[config.mk]
export PLATFORM = sky130hd
export DESIGN_NAME = us_hs_handshake
export DESIGN_NICKNAME = d
export VERILOG_FILES = /design/src/rtl/hsd_pkg.sv /design/src/rtl/hsd_rst_sync.sv /design/src/rtl/hsd_timer.sv /design/src/rtl/hsd_chirp_filter.sv /design/src/rtl/us_hs_handshake.sv
export SDC_FILE = /design/constraint.sdc
export NUM_CORES = 1
export LEC_CHECK = 0
export CORE_ASPECT_RATIO = 0.75
export CORE_MARGIN = 2
export CORE_UTILIZATION = 64
export CTS_BUF_LIST = sky130_fd_sc_hd__clkbuf_8
export CTS_CLUSTER_SIZE = 16
export DETAILED_ROUTE_END_ITERATION = 8
export PLACE_DENSITY = 0.83
export SETUP_SLACK_MARGIN = 0.02
export SLEW_MARGIN = 10
export SYNTH_ARGS = -nofsm -noshare
export SYNTH_HDL_FRONTEND = slang
export SYNTH_HIERARCHICAL = 1
export SYNTH_SLANG_ARGS = --single-unit
export TNS_END_PERCENT = 20
[constraint.sdc]
create_clock -name clk -period 3.1 [get_ports clk]
set_input_delay 0.62 -clock clk [delete_from_list [all_inputs] [get_ports clk]]
set_output_delay 0.62 -clock clk [all_outputs]
set_load 0.005 [all_outputs]
[src/rtl/hsd_pkg.sv]
package hsd_pkg;

  typedef enum logic [1:0] {
    LS_SE0 = 2'b00,
    LS_J   = 2'b01,
    LS_K   = 2'b10,
    LS_SE1 = 2'b11
  } line_t;

  typedef enum logic [2:0] {
    ST_IDLE,
    ST_WAIT,
    ST_REVERT,
    ST_CHIRP,
    ST_LISTEN
  } hs_st_t;

  typedef enum logic [1:0] {
    BR_SUSP,
    BR_FS,
    BR_HS
  } branch_t;

  function automatic int unsigned umax(int unsigned a, int unsigned b);
    return (a > b) ? a : b;
  endfunction

endpackage

[src/rtl/hsd_rst_sync.sv]
module hsd_rst_sync (
  input  logic clk,
  input  logic rst_n,
  output logic srst_n
);
  logic [1:0] sync_q;

  always_ff @(posedge clk or negedge rst_n) begin
    if (!rst_n) sync_q <= 2'b00;
    else        sync_q <= {sync_q[0], 1'b1};
  end

  assign srst_n = sync_q[1];
endmodule

[src/rtl/hsd_timer.sv]
module hsd_timer #(
  parameter int unsigned CW = 8
) (
  input  logic          clk,
  input  logic          rst_n,
  input  logic          clr,
  input  logic          en,
  input  logic [CW-1:0] lim,
  output logic          done
);
  logic [CW-1:0] cnt_q, cnt_d;

  always_comb begin
    cnt_d = cnt_q;
    if (clr)     cnt_d = '0;
    else if (en) cnt_d = cnt_q + CW'(1);
  end

  always_ff @(posedge clk or negedge rst_n) begin
    if (!rst_n) cnt_q <= '0;
    else        cnt_q <= cnt_d;
  end

  assign done = en && (cnt_q == lim);

  // The window counter never runs past the limit of the state it serves.
  AST_TMR_IN_WINDOW: assert property (@(posedge clk) disable iff (!rst_n)
    en |-> (cnt_q <= lim));
endmodule

[src/rtl/hsd_chirp_filter.sv]
module hsd_chirp_filter
  import hsd_pkg::*;
#(
  parameter int unsigned FILT_CYC = 60,
  parameter int unsigned PAIRS    = 3
) (
  input  logic  clk,
  input  logic  rst_n,
  input  logic  en,
  input  line_t line,
  output logic  hit
);
  localparam int unsigned RW     = $clog2(FILT_CYC + 1);
  localparam int unsigned HALVES = 2 * PAIRS;
  localparam int unsigned HW     = $clog2(HALVES + 1);

  line_t         lsym_q, lsym_d;
  logic [RW-1:0] run_q, run_d;
  logic [HW-1:0] half_q, half_d;
  logic          is_chirp, same, qual, good;
  line_t         expect_sym;

  always_comb begin
    is_chirp   = (line == LS_J) || (line == LS_K);
    same       = is_chirp && (line == lsym_q);
    qual       = en && same && (run_q == RW'(FILT_CYC - 1));
    expect_sym = half_q[0] ? LS_J : LS_K;
    good       = qual && (line == expect_sym);
    hit        = good && (half_q == HW'(HALVES - 1));
  end

  always_comb begin
    lsym_d = lsym_q;
    run_d  = run_q;
    half_d = half_q;
    if (!en) begin
      lsym_d = LS_SE0;
      run_d  = '0;
      half_d = '0;
    end else begin
      if (!is_chirp) begin
        lsym_d = LS_SE0;
        run_d  = '0;
      end else if (same) begin
        if (run_q != RW'(FILT_CYC)) run_d = run_q + RW'(1);
      end else begin
        lsym_d = line;
        run_d  = RW'(1);
      end
      if (qual) begin
        if (good)              half_d = half_q + HW'(1);
        else if (line == LS_K) half_d = HW'(1);
        else                   half_d = '0;
      end
    end
  end

  always_ff @(posedge clk or negedge rst_n) begin
    if (!rst_n) begin
      lsym_q <= LS_SE0;
      run_q  <= '0;
      half_q <= '0;
    end else begin
      lsym_q <= lsym_d;
      run_q  <= run_d;
      half_q <= half_d;
    end
  end

  // A completed sequence ends the listening phase on the next edge.
  AST_HIT_ENDS_LISTEN: assert property (@(posedge clk) disable iff (!rst_n)
    hit |=> !en);
  // The pair count stays inside the sequence length.
  AST_HALF_BOUND: assert property (@(posedge clk) disable iff (!rst_n)
    en |-> (half_q < HW'(HALVES)));
endmodule

[src/rtl/us_hs_handshake.sv]
module us_hs_handshake
  import hsd_pkg::*;
#(
  parameter int unsigned SUSP_WAIT_CYC = 60,
  parameter int unsigned FS_WAIT_CYC   = 2400,
  parameter int unsigned HS_WAIT_CYC   = 72000,
  parameter int unsigned SETTLE_CYC    = 4800,
  parameter int unsigned CHIRP_CYC     = 36000,
  parameter int unsigned LISTEN_CYC    = 48000,
  parameter int unsigned FILT_CYC      = 60,
  parameter int unsigned PAIRS         = 3
) (
  input  logic       clk,
  input  logic       rst_n,
  input  logic [1:0] line_st,
  input  logic       hs_mode,
  input  logic       suspended,
  output logic       chirp_k,
  output logic       hs_en,
  output logic       reset_evt,
  output logic       susp_evt
);
  localparam int unsigned MAX_LIM = umax(umax(umax(SUSP_WAIT_CYC, FS_WAIT_CYC),
                                              umax(HS_WAIT_CYC, SETTLE_CYC)),
                                         umax(CHIRP_CYC, LISTEN_CYC));
  localparam int unsigned CW = $clog2(MAX_LIM + 1);

  logic          srst_n;
  line_t         ln;
  hs_st_t        st_q, st_d;
  branch_t       br_q, br_d;
  logic          hs_q, hs_d;
  logic          rst_evt_q, rst_evt_d;
  logic          susp_evt_q, susp_evt_d;
  logic [CW-1:0] lim;
  logic          tmr_done, tmr_clr, tmr_en;
  logic          seq_hit, listen_en;

  assign ln = line_t'(line_st);

  hsd_rst_sync u_rst_sync (
    .clk    (clk),
    .rst_n  (rst_n),
    .srst_n (srst_n)
  );

  hsd_timer #(.CW(CW)) u_timer (
    .clk   (clk),
    .rst_n (srst_n),
    .clr   (tmr_clr),
    .en    (tmr_en),
    .lim   (lim),
    .done  (tmr_done)
  );

  hsd_chirp_filter #(.FILT_CYC(FILT_CYC), .PAIRS(PAIRS)) u_filter (
    .clk   (clk),
    .rst_n (srst_n),
    .en    (listen_en),
    .line  (ln),
    .hit   (seq_hit)
  );

  assign listen_en = (st_q == ST_LISTEN);
  assign tmr_en    = (st_q != ST_IDLE);
  assign tmr_clr   = (st_d != st_q);

  // Window limit per state; the SE0 run counts its first sample in idle.
  always_comb begin
    lim = '0;
    unique case (st_q)
      ST_WAIT: begin
        unique case (br_q)
          BR_SUSP: lim = CW'(SUSP_WAIT_CYC - 2);
          BR_HS:   lim = CW'(HS_WAIT_CYC - 2);
          default: lim = CW'(FS_WAIT_CYC - 2);
        endcase
      end
      ST_REVERT: lim = CW'(SETTLE_CYC - 1);
      ST_CHIRP:  lim = CW'(CHIRP_CYC - 1);
      ST_LISTEN: lim = CW'(LISTEN_CYC - 1);
      default:   lim = '0;
    endcase
  end

  always_comb begin
    st_d       = st_q;
    br_d       = br_q;
    hs_d       = hs_q;
    rst_evt_d  = 1'b0;
    susp_evt_d = 1'b0;
    unique case (st_q)
      ST_IDLE: begin
        if (ln == LS_SE0) begin
          st_d = ST_WAIT;
          if (suspended)    br_d = BR_SUSP;
          else if (hs_mode) br_d = BR_HS;
          else              br_d = BR_FS;
        end
      end
      ST_WAIT: begin
        if (ln != LS_SE0) begin
          st_d = ST_IDLE;
        end else if (tmr_done) begin
          hs_d = 1'b0;
          if (br_q == BR_HS) begin
            st_d = ST_REVERT;
          end else begin
            st_d      = ST_CHIRP;
            rst_evt_d = 1'b1;
          end
        end
      end
      ST_REVERT: begin
        if (tmr_done) begin
          if (ln == LS_SE0) begin
            st_d      = ST_CHIRP;
            rst_evt_d = 1'b1;
          end else begin
            st_d       = ST_IDLE;
            susp_evt_d = (ln == LS_J);
          end
        end
      end
      ST_CHIRP: begin
        if (tmr_done) st_d = ST_LISTEN;
      end
      ST_LISTEN: begin
        if (seq_hit) begin
          st_d = ST_IDLE;
          hs_d = 1'b1;
        end else if (tmr_done) begin
          st_d = ST_IDLE;
          hs_d = 1'b0;
        end
      end
      default: st_d = ST_IDLE;
    endcase
  end

  always_ff @(posedge clk or negedge srst_n) begin
    if (!srst_n) begin
      st_q       <= ST_IDLE;
      br_q       <= BR_FS;
      hs_q       <= 1'b0;
      rst_evt_q  <= 1'b0;
      susp_evt_q <= 1'b0;
    end else begin
      st_q       <= st_d;
      br_q       <= br_d;
      hs_q       <= hs_d;
      rst_evt_q  <= rst_evt_d;
      susp_evt_q <= susp_evt_d;
    end
  end

  assign chirp_k   = (st_q == ST_CHIRP);
  assign hs_en     = hs_q;
  assign reset_evt = rst_evt_q;
  assign susp_evt  = susp_evt_q;

  AST_RST_EVT_PULSE: assert property (@(posedge clk) disable iff (!srst_n)
    reset_evt |=> !reset_evt);
  AST_CHIRP_WITH_EVT: assert property (@(posedge clk) disable iff (!srst_n)
    $rose(chirp_k) |-> reset_evt);
  AST_NO_HS_IN_CHIRP: assert property (@(posedge clk) disable iff (!srst_n)
    chirp_k |-> !hs_en);
  AST_SUSP_NO_CHIRP: assert property (@(posedge clk) disable iff (!srst_n)
    susp_evt |-> (!reset_evt && !chirp_k));
  AST_HS_FROM_LISTEN: assert property (@(posedge clk) disable iff (!srst_n)
    $rose(hs_en) |-> ($past(st_q) == ST_LISTEN));
  AST_REVERT_FS: assert property (@(posedge clk) disable iff (!srst_n)
    (st_q == ST_REVERT) |-> !hs_en);
endmodule

---- After elaboration in Yosys (flattened, before gate mapping) ----
Index checks and enable logic that the tools add are counted.
word-level totals
  register bits ........................... 38
  bits of input ports ..................... 6
  output and inout port bits .............. 4
  word-level logic and storage cells ...... 88
operators by class
  add/subtract/negate cells ............... 3
  eq/ne operators ......................... 18
  multiplexer cells ....................... 41
  reductions and logical operators ........ 16
operators with widths
  kind                   count
  $pmux 17 s4            1
  $mux 17                2
  $pmux 17 s2            1
  $mux 3                 10
  $mux 6                 4
  $add 17x1->17 const B  1
  $eq 17x17->1           1
  $pmux 3 s5             1
  $mux 2                 7
  $mux 1                 13
  $add 6x1->6 const B    1
  $eq 3x2->1 const B     2
  $eq 3x3->1 const B     2
  $eq 6x6->1 const B     1
  $logic_and 1x1->1      6
  $ne 6x6->1 const B     1
  $reduce_bool 2->1      3
  $eq 2x2->1             2
  $eq 2x2->1 const B     2
  $logic_not 2->1        2
  $ne 2x2->1 const B     2
  $ne 4x4->1 const B     1
  $pmux 1 s2             2
  $reduce_and 2->1       2
  other kinds (8)        8

---- Depth between registers and ports, before layout ----
  depth in word-level cells ............... 11
  depth in mapped cells ................... 17
  depth with buffers taken out ............ 14

---- By module ----
Netlist, hierarchy kept.
by module, submodules not included
  module            instances  cells each  area each (um^2)  sequential area each (um^2)
  hsd_timer         1          111         1049.8            425.4
  hsd_chirp_filter  1          70          728.2             275.3
  us_hs_handshake   1          79          641.9             201.4
  hsd_rst_sync      1          3           53.8              50.0

---- Worst setup path after synthesis ----
No wires, ideal clock.
  path kind ............................... flip-flop to flip-flop
  from .................................... reg st_q[0]
  to ...................................... reg u_timer.cnt_q[15]
  library setup time ...................... 0.077 ns
  arrival time ............................ 3.683 ns
  data required time ...................... 3.023 ns
  setup slack ............................. -0.661 ns
  cell stages (with the launch flop) ...... 17
  buffers on the path ..................... 2
  period minus slack after synthesis ...... 3.761 ns
  cells stage by stage .................... dfrtp_1 -> and2b_4 -> and2_1 -> or2_1 -> xor2_1 -> nor4_1 -> nand3_1 -> nor4_1 -> clkbuf_1 -> nor3b_1 -> o21bai_1 -> a22oi_1 -> buf_2 -> nor2_1 -> or3_4 -> or4b_1 -> a21oi_1
between the ends
  longest elaborated chain between the ends .. 9
  elaborated cells between the ends (all ways) .. 24
  classes of those cells .................. 6 x eq/ne; 10 x mux; 8 x reduce/logical
ends and longest elaborated chain
  element                                       RTL line                                        text
  start, declared                               us_hs_handshake.sv:30                           hs_st_t st_q, st_d;
  start signal, assigned                        us_hs_handshake.sv:149                          st_q <= st_d;
  $eq 3x2->1 *                                  n/a
  net chirp_k                                   us_hs_handshake.sv:18                           output logic chirp_k,
  $pmux 17 s4 *                                 us_hs_handshake.sv:71                           unique case (st_q)
  net lim[15]                                   us_hs_handshake.sv:35                           logic [CW-1:0] lim;
  $eq 17x17->1 *                                hsd_timer.sv:24                                 assign done = en && (cnt_q == lim);
  $logic_and 1x1->1 *                           hsd_timer.sv:24
  net tmr_done                                  us_hs_handshake.sv:36                           logic tmr_done, tmr_clr, tmr_en;
  $mux 3, on equally long branches              us_hs_handshake.sv:132, us_hs_handshake.sv:104
  $mux 3, on equally long branches              us_hs_handshake.sv:129, us_hs_handshake.sv:102
  $pmux 3 s5 *                                  us_hs_handshake.sv:92                           unique case (st_q)
  $ne 3x3->1 *                                  us_hs_handshake.sv:66                           assign tmr_clr = (st_d != st_q);
  net tmr_clr                                   us_hs_handshake.sv:36
  $mux 17 or $reduce_bool 2->1 (tied branches)  n/a
  end signal, assigned                          hsd_timer.sv:21                                 else cnt_q <= cnt_d;
  end, declared                                 hsd_timer.sv:11                                 logic [CW-1:0] cnt_q, cnt_d;
Mark *: on every way through the listed nets, which the timed path passes. The rest lies on a longest branch.
A chain may end at the register's enable or synchronous reset.

---- Worst setup path in the final report ----
  from .................................... reg st_q[1]
  to ...................................... reg u_timer.cnt_q[16]
between the ends
  longest elaborated chain between the ends .. 9
  elaborated cells between the ends (all ways) .. 24
  classes of those cells .................. 6 x eq/ne; 10 x mux; 8 x reduce/logical
ends and longest elaborated chain
  element                                       RTL line                                        text
  $eq 3x3->1 *                                  us_hs_handshake.sv:64                           assign listen_en = (st_q == ST_LISTEN);
  net listen_en                                 us_hs_handshake.sv:37                           logic seq_hit, listen_en;
  $pmux 17 s4 *                                 us_hs_handshake.sv:71
  net lim[15]                                   us_hs_handshake.sv:35
  $eq 17x17->1 *                                hsd_timer.sv:24
  $logic_and 1x1->1 *                           hsd_timer.sv:24
  net tmr_done                                  us_hs_handshake.sv:36
  $mux 3, on equally long branches              us_hs_handshake.sv:132, us_hs_handshake.sv:104
  $mux 3, on equally long branches              us_hs_handshake.sv:129, us_hs_handshake.sv:102
  $pmux 3 s5 *                                  us_hs_handshake.sv:92
  $ne 3x3->1 *                                  us_hs_handshake.sv:66
  net tmr_clr                                   us_hs_handshake.sv:36
  $mux 17 or $reduce_bool 2->1 (tied branches)  n/a
Marked as above.

==> flow_summary_export.csv <==
group,metric,value,unit
global_routing,grtUsageTotal,36.10,%
placed_design,port_buffers,9,
clock_tree,cts-root-buf,"clkbuf_8",
clock_tree,numClockSinks,38,
job,drv_cap,0,
yosys,synth.cell_area,0.002474,mm²
run_status,violations,"negative setup slack",
critical_path,worstSetupPathDepth,15,
drt,totalWireLength,8404,µm
clock_tree,cts_buffer_depth,2,
floorplan,start_util,67.13,%
yosys,syn_inst,263,
timing,worstMarginPinSlew,0.7935,ns
yosys,yosysTopAreaCell,"dfrtp_1",
pwr,p_per_area,477.3,mW/mm²
floorplan,rows,19,
layout,drive_gt1_share,35.08,%
timing,final_max_slew_viol_count,0,
clock_tree,tritoncts,"done",
timing,fin_crit,3.734,ns
drt,drtIter0Drc,326,
critical_path,crit_end,"u_timer/cnt_q[16]$_DFFE_PN0P_",
yosys,synthDominantCellAreaShare,37.43,%
clock_tree,cts_made_buffers,5,
timing,maxSlewHeadroom,47.10,%
clock_tree,clock_latency,0.30,ns
floorplan,die_width,75.79,µm
critical_path,start_kind,"flip-flop",
yosys,async_flop_share,100.0,%
yosys,syn-num-nets,276,
layout,synthToLayoutAreaGrowth,34.19,%
critical_path,rr_endpoint,"u_timer/cnt_q[16]$_DFFE_PN0P_",
clock_tree,clk_pin_slew_worst_paths,0.08,ns
pwr,p_seq_share,35.1,%
layout,final_util,90.08,%
global_routing,antenna_found_initial,0,
pwr,clkPwrFrac,27.6,%
critical_path,crit_path_start,"st_q[1]$_DFF_PN0_",
floorplan,dieArea,0.004383,mm²
pwr,swShare,33.65,%
global_routing,grt_pass1_wl,11630,µm
pwr,peakVddDrop,0.3592,mV
critical_path,worstReg2RegStart,"st_q[1]$_DFF_PN0_",
critical_path,worstRegToRegCells,15,
critical_path,path_delay_family,"simple AND/OR/NAND/NOR gates",
timing,hold_viol_final,0,
pwr,p_int,1.051,mW
yosys,synth_commonest_cells,"dfrtp_1 (37), nor2_1 (24), xnor2_1 (22)",
global_routing,grt.overflow.total,0,
layout,nets,337,
timing,fin_crit_sh,120.5,%
yosys,synth_most_common_cell,"dfrtp_1",
placed_design,gp_congestion,0.9683,
placed_design,hpwl,4230,µm
timing,fin_tns_setup,-4.496,ns
floorplan,die_height,57.84,µm
timing,worst_slack,-0.6342,ns
drt,drtPass1Iterations,7,
drt,ant_nets,0,
yosys,avgSynthCellArea,9.405,µm²
pwr,leakage,1.528,nW
critical_path,path_buf_inv,3,
drt,wl_per_cell,22.29,µm
yosys,yosys_warnings,6,
drt,drt-vias-per-instance,6.849,
critical_path,slowest_delay,0.61,ns
timing,rsz0062_at_grt,"yes",
critical_path,crit_path_max_fanout,4,
pwr,power.switching,0.5331,mW
critical_path,slowest_stage,"or4_4",
yosys,synth_edf_count,0,
global_routing,grt_max_degree,20,
critical_path,endpoint_kind,"flip-flop",
clock_tree,h-tree-depth,2,
critical_path,crit_top_cell,"buf_4",
timing,setup_viol,11,
clock_tree,holdBufCountCts,0,
yosys,synthDistinctLibCells,65,
floorplan,io_pins,10,
critical_path,r2r_setup_slack,-0.63,ns
floorplan,core_area,0.003685,mm²
yosys,ys.flop_type,"dfrtp_1",
timing,fmax,267.8,MHz
critical_path,worstPathRequired,3.33,ns
yosys,ys_seq_area_share,38.49,%
critical_path,path_cells,"or3b_4, inv_4, or2_1, xor2_1, nor4_2, nand3_1, nor4_4, buf_4, nor2_1, a22oi_1, buf_4, o211ai_1, or4_4, or3_4, a21oi_2",
critical_path,worstSetupPathType,"flip-flop to flip-flop",
drt,drc,0,
layout,fillers,153,
yosys,synth_seq_cells,38,
global_routing,grt_pass1_vias,2383,
layout,n_antenna_cell,0,
pwr,combPwrFrac,37.3,%
critical_path,arrival,3.97,ns
yosys,synth_top_cells_by_area,"dfrtp_1 (37%), xnor2_1 (7.8%), nor2_1 (3.6%)",
run_status,status,"complete, but fails checks",
min_path,hp-class,"flip-flop to asynchronous set/reset pin",
timing,skew,0.01434,ns
drt,num_vias,2582,
==> how the worst min path moves through the flow <==
stage	startpoint	endpoint	cells past startpoint
floorplan	rst_n	u_rst_sync/sync_q[0]$_DFF_PN0_	0
detailed placement	u_rst_sync/sync_q[1]$_DFF_PN0_	u_filter/run_q[4]$_DFFE_PN0P_	0
global route	u_rst_sync/sync_q[0]$_DFF_PN0_	u_rst_sync/sync_q[1]$_DFF_PN0_	0
finish	u_rst_sync/sync_q[1]$_DFF_PN0_	br_q[1]$_DFFE_PN0P_	0
global placement	u_rst_sync/sync_q[1]$_DFF_PN0_	u_filter/run_q[4]$_DFFE_PN0P_	0
CTS	u_rst_sync/sync_q[1]$_DFF_PN0_	br_q[1]$_DFFE_PN0P_	0
==> power groups by stage <==
stage	clock, mW	sequential (mW)	combinational, mW
2_1_floorplan	0	0.562	0.269
5_1_grt	0.455	0.560	0.616
6_report	0.437	0.557	0.591
4_1_cts	0.431	0.554	0.504
3_5_place_dp	0	0.562	0.447
3_3_place_gp	0	0.561	0.430
==> cells by family (layout without fill, tap and decap cells) <==
family	after synthesis	count (layout)	synth area share [%]
simple gates	107	107	26.91
compound gates	47	47	12.44
flops	38	38	38.49
xor+xnor	32	32	11.94
buf+inv	26	88	4.653
fa+ha+maj	7	7	3.541
mux	4	4	1.720
other cells	2	2	0.3036
==> state kept, by name, summed over array words and instances (netlist names) <==
name and flops:
br_q 2, hs_en 1, reset_evt 1, st_q 3, susp_evt 1, u_filter/half_q 3, u_filter/lsym_q 2, u_filter/run_q 6
u_rst_sync/sync_q 2, u_timer/cnt_q 17
==> cell usage in the layout, fill, tap and decap left out, drive strengths merged, types with 5 or more instances in the layout <==
master and n:
and3 6, clkdlybuf4s50 7, xor2 8, dfrtp 37, nand4 9, nand2 13
clkbuf 6, buf 56, nor2 25, or3 5, nor3 5, a21oi 15
nand2b 6, inv 16, o21ai 10, xnor2 24, nor2b 5, nand3 9
ha 7
==> routing by layer <==
metal	part of all wire [%]	global-route usage, %
met1	39	49.77
met2	45	56.77
met3	11	8.000
met4	5.6	11.53
met5	0	0
==> what timing repair did <==
item / CTS / global route
endpoints found under the setup margin: 11 / 11
gates resized for setup: 27 / 16
endpoints found under the hold margin: 0 / 0
pin swaps: 15 / 10
setup buffers: 7 / 3
==> area by class of cell <==
cell class	instances	area (µm²)	share of cell area (%)
clock inverter	2	33.78	1.018
sequential	38	954.7	28.76
multi-input combinational	199	1603	48.29
timing repair buffer	65	519.2	15.64
tap	52	65.06	1.960
inverter	15	61.31	1.847
clock buffer	6	82.58	2.488
==> metrics by stage <==
stage          power, mW  area [µm²]  hold WS, ns  worst slack (ns)  std cells
2_1_floorplan     0.8308        2494       0.3244           -0.4178        263
3_3_place_gp      0.9906        2928       0.3206           -0.6640        359
3_5_place_dp       1.009        2928       0.3276           -0.8712        359
4_1_cts            1.488        3224       0.3407           -0.3166        374
5_1_grt            1.631        3319       0.3650           -0.7585        377
6_report           1.584        3319       0.3333           -0.6342        377
No activity file was read; power rests on OpenSTA's default activity.
